<file path="src/rtl/isc_pkg.sv">
package isc_pkg;
  localparam logic [7:0] PRIO_MASKED = 8'hFF;
  localparam logic [7:0] ST_OK       = 8'h00;
  localparam logic [7:0] ST_ERR      = 8'hFD;  // -3 as a signed byte
endpackage

</file>
<file path="src/rtl/isc_entry.sv">
module isc_entry
  import isc_pkg::*;
#(
  parameter int SRV_W = 2
) (
  input  logic             clk,
  input  logic             rst,
  input  logic             busy_i,
  input  logic             flush_i,
  input  logic             trig_i,
  input  logic             rej_i,
  input  logic             scan_hit_i,
  input  logic             wr_i,
  input  logic [SRV_W-1:0] wr_server_i,
  input  logic [7:0]       wr_prio_i,
  input  logic             take_i,
  output logic [SRV_W-1:0] server_o,
  output logic [7:0]       prio_o,
  output logic             want_o
);
  logic rejected, mpend, hold_trig, hold_rej;
  logic fire, mark_rej, unmask, rescan, set_want, masked;

  always_comb begin
    masked   = (prio_o == PRIO_MASKED);
    fire     = (trig_i & ~busy_i) | (flush_i & hold_trig);
    mark_rej = (rej_i & ~busy_i) | (flush_i & hold_rej);
    unmask   = wr_i & mpend & (wr_prio_i != PRIO_MASKED);
    rescan   = scan_hit_i & rejected;
    set_want = unmask | ((fire | rescan) & ~masked);
  end

  always_ff @(posedge clk) begin
    if (rst) begin
      server_o  <= '0;
      prio_o    <= PRIO_MASKED;
      want_o    <= 1'b0;
      rejected  <= 1'b0;
      mpend     <= 1'b0;
      hold_trig <= 1'b0;
      hold_rej  <= 1'b0;
    end else begin
      if (wr_i) begin
        server_o <= wr_server_i;
        prio_o   <= wr_prio_i;
      end
      want_o <= (want_o & ~take_i) | set_want;
      if (rescan)        rejected <= 1'b0;
      else if (mark_rej) rejected <= 1'b1;
      if (unmask)                 mpend <= 1'b0;
      else if (fire && masked)    mpend <= 1'b1;
      hold_trig <= busy_i ? (hold_trig | trig_i) : (hold_trig & ~flush_i);
      hold_rej  <= busy_i ? (hold_rej | rej_i)   : (hold_rej & ~flush_i);
    end
  end

  AST_MASKED_TRIG_KEPT: assert property (@(posedge clk) disable iff (rst)
    (trig_i && !busy_i && masked && !wr_i) |=> mpend);
  AST_HELD_NO_WANT: assert property (@(posedge clk) disable iff (rst)
    (busy_i && trig_i && !want_o && !rescan && !unmask) |=> !want_o);
endmodule

</file>
<file path="src/rtl/isc_scan.sv">
module isc_scan #(
  parameter int N     = 16,
  parameter int IDX_W = 4
) (
  input  logic             clk,
  input  logic             rst,
  input  logic             start_i,
  output logic             busy_o,
  output logic             done_o,
  output logic [IDX_W-1:0] idx_o
);
  localparam logic [IDX_W-1:0] LAST = IDX_W'(N - 1);

  always_ff @(posedge clk) begin
    if (rst) begin
      busy_o <= 1'b0;
      done_o <= 1'b0;
      idx_o  <= '0;
    end else begin
      done_o <= 1'b0;
      if (busy_o) begin
        if (idx_o == LAST) begin
          busy_o <= 1'b0;
          done_o <= 1'b1;
          idx_o  <= '0;
        end else begin
          idx_o <= idx_o + 1'b1;
        end
      end else if (start_i) begin
        busy_o <= 1'b1;
        idx_o  <= '0;
      end
    end
  end

  AST_SCAN_STARTS: assert property (@(posedge clk) disable iff (rst)
    (start_i && !busy_o) |=> (busy_o && idx_o == '0));
  AST_SCAN_ENDS: assert property (@(posedge clk) disable iff (rst)
    (busy_o && idx_o == LAST) |=> (!busy_o && done_o));
endmodule

</file>
<file path="src/rtl/isc_pick.sv">
module isc_pick #(
  parameter int N     = 16,
  parameter int IDX_W = 4
) (
  input  logic [N-1:0]     req_i,
  output logic             any_o,
  output logic [IDX_W-1:0] idx_o
);
  always_comb begin
    any_o = |req_i;
    idx_o = '0;
    for (int i = N - 1; i >= 0; i--) begin
      if (req_i[i]) idx_o = IDX_W'(i);
    end
  end
endmodule

</file>
<file path="src/rtl/isc_ctrl.sv">
module isc_ctrl
  import isc_pkg::*;
#(
  parameter int NUM_SRC = 16,
  parameter int OFFSET  = 16,
  parameter int NUM_SRV = 4,
  parameter int GNUM_W  = 8,
  parameter int SRVIN_W = 8,
  localparam int IDX_W  = $clog2(NUM_SRC),
  localparam int SRV_W  = $clog2(NUM_SRV)
) (
  input  logic               clk,
  input  logic               rst,
  input  logic [NUM_SRC-1:0] trig_i,
  input  logic               rej_valid_i,
  input  logic [GNUM_W-1:0]  rej_num_i,
  input  logic               resend_i,
  output logic               busy_o,
  output logic               offer_valid_o,
  input  logic               offer_ready_i,
  output logic [GNUM_W-1:0]  offer_num_o,
  output logic [7:0]         offer_prio_o,
  output logic [SRV_W-1:0]   offer_server_o,
  input  logic               cfg_valid_i,
  input  logic               cfg_write_i,
  input  logic [GNUM_W-1:0]  cfg_num_i,
  input  logic [SRVIN_W-1:0] cfg_server_i,
  input  logic [8:0]         cfg_prio_i,
  output logic               cfg_rsp_valid_o,
  output logic [7:0]         cfg_status_o,
  output logic [SRV_W-1:0]   cfg_server_o,
  output logic [7:0]         cfg_prio_o
);
  localparam logic [GNUM_W-1:0]  G_LO    = GNUM_W'(OFFSET);
  localparam logic [GNUM_W-1:0]  G_HI    = GNUM_W'(OFFSET + NUM_SRC);
  localparam logic [SRVIN_W-1:0] SRV_LIM = SRVIN_W'(NUM_SRV);

  logic [SRV_W-1:0] ent_server [NUM_SRC];
  logic [7:0]       ent_prio   [NUM_SRC];
  logic [NUM_SRC-1:0] want, take;
  logic [IDX_W-1:0] rej_idx, cfg_idx, scan_idx, pick_idx;
  logic rej_ok, cfg_num_ok, cfg_ok, wr_go, scan_done, pick_any, load;

  always_comb begin
    rej_ok     = (rej_num_i >= G_LO) && (rej_num_i < G_HI);
    rej_idx    = IDX_W'(rej_num_i - G_LO);
    cfg_num_ok = (cfg_num_i >= G_LO) && (cfg_num_i < G_HI);
    cfg_idx    = IDX_W'(cfg_num_i - G_LO);
    cfg_ok     = cfg_num_ok &&
                 (!cfg_write_i || ((cfg_server_i < SRV_LIM) && (cfg_prio_i <= 9'h0FF)));
    wr_go      = cfg_valid_i && cfg_write_i && cfg_ok;
    load       = !offer_valid_o || offer_ready_i;
    take       = '0;
    if (load && pick_any) take[pick_idx] = 1'b1;
  end

  isc_scan #(.N(NUM_SRC), .IDX_W(IDX_W)) u_scan (
    .clk(clk), .rst(rst), .start_i(resend_i), .busy_o(busy_o),
    .done_o(scan_done), .idx_o(scan_idx)
  );

  isc_pick #(.N(NUM_SRC), .IDX_W(IDX_W)) u_pick (
    .req_i(want), .any_o(pick_any), .idx_o(pick_idx)
  );

  for (genvar g = 0; g < NUM_SRC; g++) begin : g_ent
    isc_entry #(.SRV_W(SRV_W)) u_ent (
      .clk(clk), .rst(rst), .busy_i(busy_o), .flush_i(scan_done),
      .trig_i(trig_i[g]),
      .rej_i(rej_valid_i && rej_ok && (rej_idx == IDX_W'(g))),
      .scan_hit_i(busy_o && (scan_idx == IDX_W'(g))),
      .wr_i(wr_go && (cfg_idx == IDX_W'(g))),
      .wr_server_i(SRV_W'(cfg_server_i)), .wr_prio_i(cfg_prio_i[7:0]),
      .take_i(take[g]), .server_o(ent_server[g]), .prio_o(ent_prio[g]),
      .want_o(want[g])
    );
  end

  always_ff @(posedge clk) begin
    if (rst) begin
      offer_valid_o  <= 1'b0;
      offer_num_o    <= '0;
      offer_prio_o   <= '0;
      offer_server_o <= '0;
    end else if (load) begin
      offer_valid_o  <= pick_any;
      offer_num_o    <= G_LO + GNUM_W'(pick_idx);
      offer_prio_o   <= ent_prio[pick_idx];
      offer_server_o <= ent_server[pick_idx];
    end
  end

  always_ff @(posedge clk) begin
    if (rst) begin
      cfg_rsp_valid_o <= 1'b0;
      cfg_status_o    <= ST_OK;
      cfg_server_o    <= '0;
      cfg_prio_o      <= '0;
    end else begin
      cfg_rsp_valid_o <= cfg_valid_i;
      if (cfg_valid_i) begin
        cfg_status_o <= cfg_ok ? ST_OK : ST_ERR;
        if (!cfg_ok) begin
          cfg_server_o <= '0;
          cfg_prio_o   <= '0;
        end else if (cfg_write_i) begin
          cfg_server_o <= SRV_W'(cfg_server_i);
          cfg_prio_o   <= cfg_prio_i[7:0];
        end else begin
          cfg_server_o <= ent_server[cfg_idx];
          cfg_prio_o   <= ent_prio[cfg_idx];
        end
      end
    end
  end

  AST_OFFER_STALL: assert property (@(posedge clk) disable iff (rst)
    (offer_valid_o && !offer_ready_i) |=>
      (offer_valid_o && $stable(offer_num_o) && $stable(offer_prio_o)));
  AST_OFFER_RANGE: assert property (@(posedge clk) disable iff (rst)
    offer_valid_o |-> (offer_num_o >= G_LO && offer_num_o < G_HI));
  AST_CFG_REFUSE: assert property (@(posedge clk) disable iff (rst)
    (cfg_valid_i && !cfg_ok) |=> (cfg_rsp_valid_o && cfg_status_o == ST_ERR));
  AST_CFG_ANSWER: assert property (@(posedge clk) disable iff (rst)
    (cfg_valid_i && cfg_ok && !cfg_write_i) |=> (cfg_status_o == ST_OK));
endmodule

</file>
<file path="config.mk">
export PLATFORM = sky130hd
export DESIGN_NAME = isc_ctrl
export DESIGN_NICKNAME = d
export VERILOG_FILES = /design/src/rtl/isc_pkg.sv /design/src/rtl/isc_entry.sv /design/src/rtl/isc_scan.sv /design/src/rtl/isc_pick.sv /design/src/rtl/isc_ctrl.sv
export SDC_FILE = /design/constraint.sdc
export NUM_CORES = 1
export LEC_CHECK = 0
export CORE_MARGIN = 1.5
export CORE_UTILIZATION = 64
export DETAILED_ROUTE_END_ITERATION = 10
export GPL_TIMING_DRIVEN = 0
export PLACE_DENSITY_LB_ADDON = 0.15
export SYNTH_ARGS = -nofsm -noshare
export SYNTH_HDL_FRONTEND = slang
export SYNTH_SLANG_ARGS = --single-unit
</file>
<file path="constraint.sdc">
create_clock -name clk -period 3.96 [get_ports clk]
set_clock_uncertainty 0.15 [all_clocks]
set_input_delay 0.792 -clock clk [delete_from_list [all_inputs] [get_ports clk]]
set_output_delay 0.792 -clock clk [all_outputs]
set_load 0.005 [all_outputs]
</file>
# Yosys cells after proc, flatten, opt, wreduce, memory -nomap -nowiden
# Index checks and enable logic that the tools add are counted.
dict set report classes {
  bitwise 324
  n_lt_le_gt_ge 10
  n_reduce_logical 115
  n_addsub 4
  eq_ne 62
  mux 75
}
# cell count
set op_table {}
lappend op_table {{$and A1 B1 Y1} 176}
lappend op_table {{$eq A8 B8 Y1 const B} 16}
lappend op_table {{$or A1 B1 Y1} 112}
lappend op_table {{$eq A4 B4 Y1 const B} 24}
lappend op_table {{$mux W4} 19}
lappend op_table {{$logic_and A1 B1 Y1} 73}
lappend op_table {{$reduce_or A2 Y1} 33}
lappend op_table {{$bmux W8 S4} 2}
lappend op_table {{$mux W8} 7}
lappend op_table {{$eq A4 B3 Y1 const B} 12}
lappend op_table {{$mux W1} 37}
lappend op_table {{$not A1 Y1} 34}
lappend op_table {{$eq A4 B2 Y1 const B} 6}
lappend op_table {{$bmux W2 S4} 2}
lappend op_table {{$ge A8 B5 Y1 const B} 2}
lappend op_table {{$lt A8 B6 Y1 const B} 2}
lappend op_table {{$mux W16} 1}
lappend op_table {{$reduce_or A16 Y1} 1}
lappend op_table {{$eq A4 B1 Y1 const B} 3}
lappend op_table {{$logic_not A4 Y1} 3}
lappend op_table {{$mux W2} 6}
lappend op_table {{$ge A5 B5 Y1 const B} 2}
lappend op_table {{$not A4 Y5} 2}
lappend op_table {{$le A9 B8 Y1 const B} 1}
lappend op_table {{other kinds (11)} 14}
dict set report totals {
  inputBits 56
  word_cells 713
  output_inout_bits 39
  ff_bits 284
}

# Depth between registers and ports, before layout
dict set report depth {
  depth_word 24
  mapped_depth 9
  depth_no_buf 7
}

# By module
# From an unflattened synthesis, not the netlist that was laid out.
dict set report unflattened {
  cells_unflattened 1527
  hier_area_um2 14445.1
}
# module area_per_inst_um2 n_inst cells_per_inst
set modules_own_cells {}
lappend modules_own_cells {isc_entry 608.1 16 61}
lappend modules_own_cells {isc_ctrl 4251.6 1 489}
lappend modules_own_cells {isc_scan 287.8 1 28}
lappend modules_own_cells {isc_pick 176.4 1 34}

# Least setup slack after synthesis
# OpenSTA, ideal clock, no wires.
dict set report synth_timing {
  path_kind {input-to-reg}
  startpoint {input cfg_num_i[1]}
  endpoint {register cfg_prio_o[7]}
  setup_slack_ns 1.009
  required_time_ns 3.682
  path_stages 7
  t_arrival_ns 2.674
  path_buffers 3
  cell_sequence {buf_2 buf_2 buf_1 mux4_2 mux4_2 a221oi_1 nor2_1}
}
dict set report synth_between {
  elab_chain_len 7
  elab_cells_between_ends 11
}
# item line
set synth_lines {}
lappend synth_lines {{start, declared} isc_ctrl.sv:26} ;# input logic [GNUM_W-1:0] cfg_num_i,
lappend synth_lines {{$sub A4 B1 Y4} isc_ctrl.sv:48} ;# cfg_idx = IDX_W'(cfg_num_i - G_LO);
lappend synth_lines {{$not A4 Y5 (not written as such)} isc_ctrl.sv:111} ;# cfg_prio_o <= ent_prio[cfg_idx];
lappend synth_lines {{$bmux W8 S4} isc_ctrl.sv:111}
lappend synth_lines {{$mux W8 (not written as such) (2 in a row)} isc_ctrl.sv:111}
lappend synth_lines {{$mux W8} isc_ctrl.sv:106} ;# end else if (cfg_write_i) begin
lappend synth_lines {{$mux W8 (*)} isc_ctrl.sv:103} ;# if (!cfg_ok) begin
lappend synth_lines {{end signal, assigned} isc_ctrl.sv:108} ;# cfg_prio_o <= cfg_prio_i[7:0];
lappend synth_lines {{end signal, assigned} isc_ctrl.sv:111}
lappend synth_lines {{end, declared} isc_ctrl.sv:32} ;# output logic [7:0] cfg_prio_o
# Mark *: on every way between the ends. The rest lies on a longest branch, timed or not. The select of a mux whose other input is x is not followed.
# A chain may end at the register's enable or synchronous reset.

# Final worst setup path
dict set report layout_timing {
  startpoint {input cfg_server_i[4]}
  endpoint {register g_ent[2].u_ent.server_o[1]}
}
dict set report layout_between {
  elab_chain_len 6
}
# item line
set layout_lines {}
lappend layout_lines {{start, declared} isc_ctrl.sv:27} ;# input logic [SRVIN_W-1:0] cfg_server_i,
lappend layout_lines {{$lt A8 B3 Y1} isc_ctrl.sv:50} ;# (!cfg_write_i || ((cfg_server_i < SRV_LIM) && (cfg_prio_i <= 9'h0FF)));
lappend layout_lines {{$logic_and A1 B1 Y1} isc_ctrl.sv:50}
lappend layout_lines {{$logic_or A1 B1 Y1} isc_ctrl.sv:50}
lappend layout_lines {{$logic_and A1 B1 Y1} isc_ctrl.sv:49} ;# cfg_ok = cfg_num_ok &&
lappend layout_lines {{$logic_and A1 B1 Y1} isc_ctrl.sv:51} ;# wr_go = cfg_valid_i && cfg_write_i && cfg_ok;
lappend layout_lines {{$logic_and A1 B1 Y1} isc_ctrl.sv:72} ;# .wr_i(wr_go && (cfg_idx == IDX_W'(g))),
lappend layout_lines {{end signal, assigned} isc_entry.sv:44} ;# server_o <= wr_server_i;
lappend layout_lines {{end, declared} isc_entry.sv:17} ;# output logic [SRV_W-1:0] server_o,
# Every way passes these cells.

==> qor.txt <==
netlist area before placement = 13700 sq um
static power due to leakage = 5.60 nW
sequential cell area fraction in the yosys report = 40.2%
Final nets = 1613
wire length of the first global-routing pass = 71.8 mm
Total Routing Usage GR = 43.5%
post-CTS setup repair buffer count = 0
status = finished clean
asr flop ratio synth = 0%
ant diodes = 0
Pins Over Slew Limit = 0
Yosys cell types = 49
vias in the first global route = 11600
Core Area = 21000 sq um
Placer Congestion = 1.02
level count of the clock H-tree = 1
unrepaired setup endpoints after global routing = no
cts hold-fix bufs = 0
pin count of the biggest net entering global routing = 14
routed length per instance = 26.5 um
Max IR drop VDD = 0.000336 V
adder-cell area share of the yosys netlist = 0.366%
crit path time final = 3.78 ns
Post-synth EDFFs = 0
Setup violations, final = 0
routed via count = 13100
residual antenna-violating net count after detailed routing = 0
# port buffers = 77
period utilisation layout = 95.4%
first-pass iteration count of the detailed router = 6
post-cts repair resize count = 0
Num CTS Buffers = 29
Detailed Place HPWL = 35.8 mm
Avg Inst Size Synth = 9.47 sq um
Post-Synthesis Cells = 1442
pre-CTS worst setup slack = -0.0722 ns
I/O pin count = 95
Syn. warnings = 0
pwr dens = 372 nW/um^2
standard-cell row count = 53
Final Hold Vio Count = 0
Synth Area in Compound Gates = 20.0%
most common flop cell mapped by yosys = sky130_fd_sc_hd__dfxtp_1
Final Util = 75.0%
DIE HEIGHT = 149 um
sum of overflow across all layers after global routing = 0
Worst-Skew Late Latency = 0.55 ns
full die area = 22200 sq um
post-synthesis share of cell area spent on and, or, nand and nor gates = 18.3%
Iter 0 DRT Violations = 1971
worst path required time = 4.21 ns
final setup margin = 0.183 ns
Sink Count = 274
clock tree root buffer cell = sky130_fd_sc_hd__clkbuf_16
Crit. End Element = flip-flop
number of filler instances in the final layout = 1578
max-cap violation count = 0
path type of the worst min-delay path = flip-flop to flip-flop
main combinational cell family by area after synthesis = compound AO/OA/AOI/OAI gates
TritonCTS clock tree = built
Peak Freq = 265 MHz
headroom to the max-slew limit = 31.5%
endpoint arrival time on the critical path = 4.03 ns
worst-path maximum fanout = 10
Critical Setup Path Class = input pin to flip-flop
Initial Utilization = 65.2%
share of layout cells above drive strength 1 = 9.80%
flop-to-flop setup slack = 0.59 ns
Synth Area in XOR/XNOR = 0%
horizontal die dimension = 149 um
post-route DRC violation count = 0
DRT Wirelength = 48.9 mm
clock transition time at the flip-flop clock pins of the worst setup and hold paths = 0.06 ns
initial antenna violation count = 0
number of synthesized register bits = 274
drt via density = 7.07
multiplexer share of the synthesized area = 16.0%
startpoint class of the critical path = input pin
CTS Buffer Depth = 3
area delta synth->final = 15.0%
actual transition at the worst max-transition pin = 1.03 ns
[worst max-delay path, stage by stage]
cell and delay [ns]:
sky130_fd_sc_hd__clkdlybuf4s50_1 0.40, sky130_fd_sc_hd__nor4_1 0.26, sky130_fd_sc_hd__nand2_1 0.20, sky130_fd_sc_hd__buf_2 0.24
sky130_fd_sc_hd__nor4_1 0.87, sky130_fd_sc_hd__clkbuf_1 0.55, sky130_fd_sc_hd__buf_2 0.41, sky130_fd_sc_hd__mux2i_1 0.23
sky130_fd_sc_hd__nor2_1 0.05
[sequential cells by signal (all words and copies together), names as in the netlist]
register and cells:
u_scan.idx_o 4, offer_prio_o 8, offer_valid_o 1, offer_num_o 5, cfg_rsp_valid_o 1, g_ent.u_ent.server_o 32, g_ent.u_ent.hold_rej 16, g_ent.u_ent.want_o 16
offer_server_o 2, cfg_server_o 2, g_ent.u_ent.hold_trig 16, g_ent.u_ent.mpend 16, g_ent.u_ent.rejected 16, cfg_prio_o 8, u_scan.done_o 1, u_scan.busy_o 1
cfg_status_o 1, g_ent.u_ent.prio_o 128
[final timing paths]
path / from / to / cells past startpoint
worst max-delay path: cfg_server_i[4] / g_ent[2].u_ent.server_o[1]$_SDFFE_PP0P_ / 9
worst min-delay path: offer_num_o[2]$_SDFFE_PP0P_ / offer_num_o[2]$_SDFFE_PP0P_ / 2
worst max register to register: g_ent[7].u_ent.want_o$_SDFF_PP0_ / g_ent[13].u_ent.want_o$_SDFF_PP0_ / 8
worst min register to register: offer_num_o[2]$_SDFFE_PP0P_ / offer_num_o[2]$_SDFFE_PP0P_ / 2
[synth_stat cells, drive strengths merged (21+ instances only)]
cell      n  share of area [%]
a221oi   26                1.7
nand4    36                1.6
nor2b   122                5.6
and2     28                1.3
nand3    26               0.95
nor2    150                4.1
mux4     60                9.9
a21oi    94                3.5
nand2    50                1.4
a211o   128                8.2
a22oi    25                1.4
mux2i    84                6.2
dfxtp   274                 40
o21ai    35                1.3
nor3b    21                1.2
buf      54                2.3
clkbuf   89                2.4
[cells in the final DEF (no fill, tap or decap), drive strengths merged, types with 2 or more instances in the layout]
cell type / count
and3: 5
nand2: 50
nor3b: 21
a211oi: 18
a31oi: 13
o21ai: 35
a21oi: 94
nor4: 19
o31ai: 2
mux2i: 84
clkdlybuf4s50: 77
a21o: 5
inv: 12
nor2b: 122
nor2: 150
clkbuf: 133
buf: 54
conb: 4
dfxtp: 274
a221oi: 26
ha: 4
o221ai: 6
a211o: 128
nand4: 36
mux4: 60
o32ai: 6
a22oi: 25
clkinv: 2
and2: 28
nand2b: 6
o22ai: 18
clkinvlp: 4
or3: 3
nand3: 26
nor3: 11
[layer usage]
layer | wire length (um) | part of all wire (%) | GRT usage, %
met5 | 0 | 0 | 0
met4 | 2070 | 4.2 | 15.6
met3 | 7570 | 15 | 13.3
met2 | 20500 | 42 | 63.6
met1 | 18700 | 38 | 60.9
[report_power, final]
part	leakage [nW]	internal (mW)	switching [mW]
logic	2.93	0.142	0.242
registers	2.22	2.79	0.0246
clock network	0.444	1.52	1.12
total	5.60	4.46	1.39
[cell type report]
type | count | area, sq um | share of cell area (%)
buffer | 143 | 654 | 4.17
sequential | 274 | 5490 | 34.9
tap | 275 | 344 | 2.19
inverter | 12 | 45.0 | 0.287
clock inverter | 6 | 40.0 | 0.255
clock buffer | 44 | 882 | 5.62
multi-input combinational | 1016 | 7490 | 47.7
timing repair buffer | 77 | 771 | 4.91
[metrics by stage]
stage | area [sq um] | power (mW) | hold WS (ns) | std cells | setup TNS (ns)
after floorplan | 13700 | 3.07 | 0.287 | 1445 | 0
after global placement | 14800 | 3.24 | 0.289 | 1797 | -0.0543
after detailed placement | 14800 | 3.25 | 0.299 | 1797 | -0.140
after CTS | 15700 | 5.81 | 0.307 | 1847 | 0
after global routing | 15700 | 5.96 | 0.326 | 1847 | 0
final | 15700 | 5.85 | 0.304 | 1847 | 0
[cells by family (layout without fill, tap and decap cells)]
kind of cell | after synthesis | after routing
other | 1 | 4
multiplexers | 144 | 144
AO/OA/AOI/OAI | 382 | 382
buffers and inverters | 155 | 282
AND/OR/NAND/NOR | 482 | 482
adder cells (fa/ha/maj) | 4 | 4
flip-flops | 274 | 274
No activity file was read; power rests on OpenSTA's default activity.
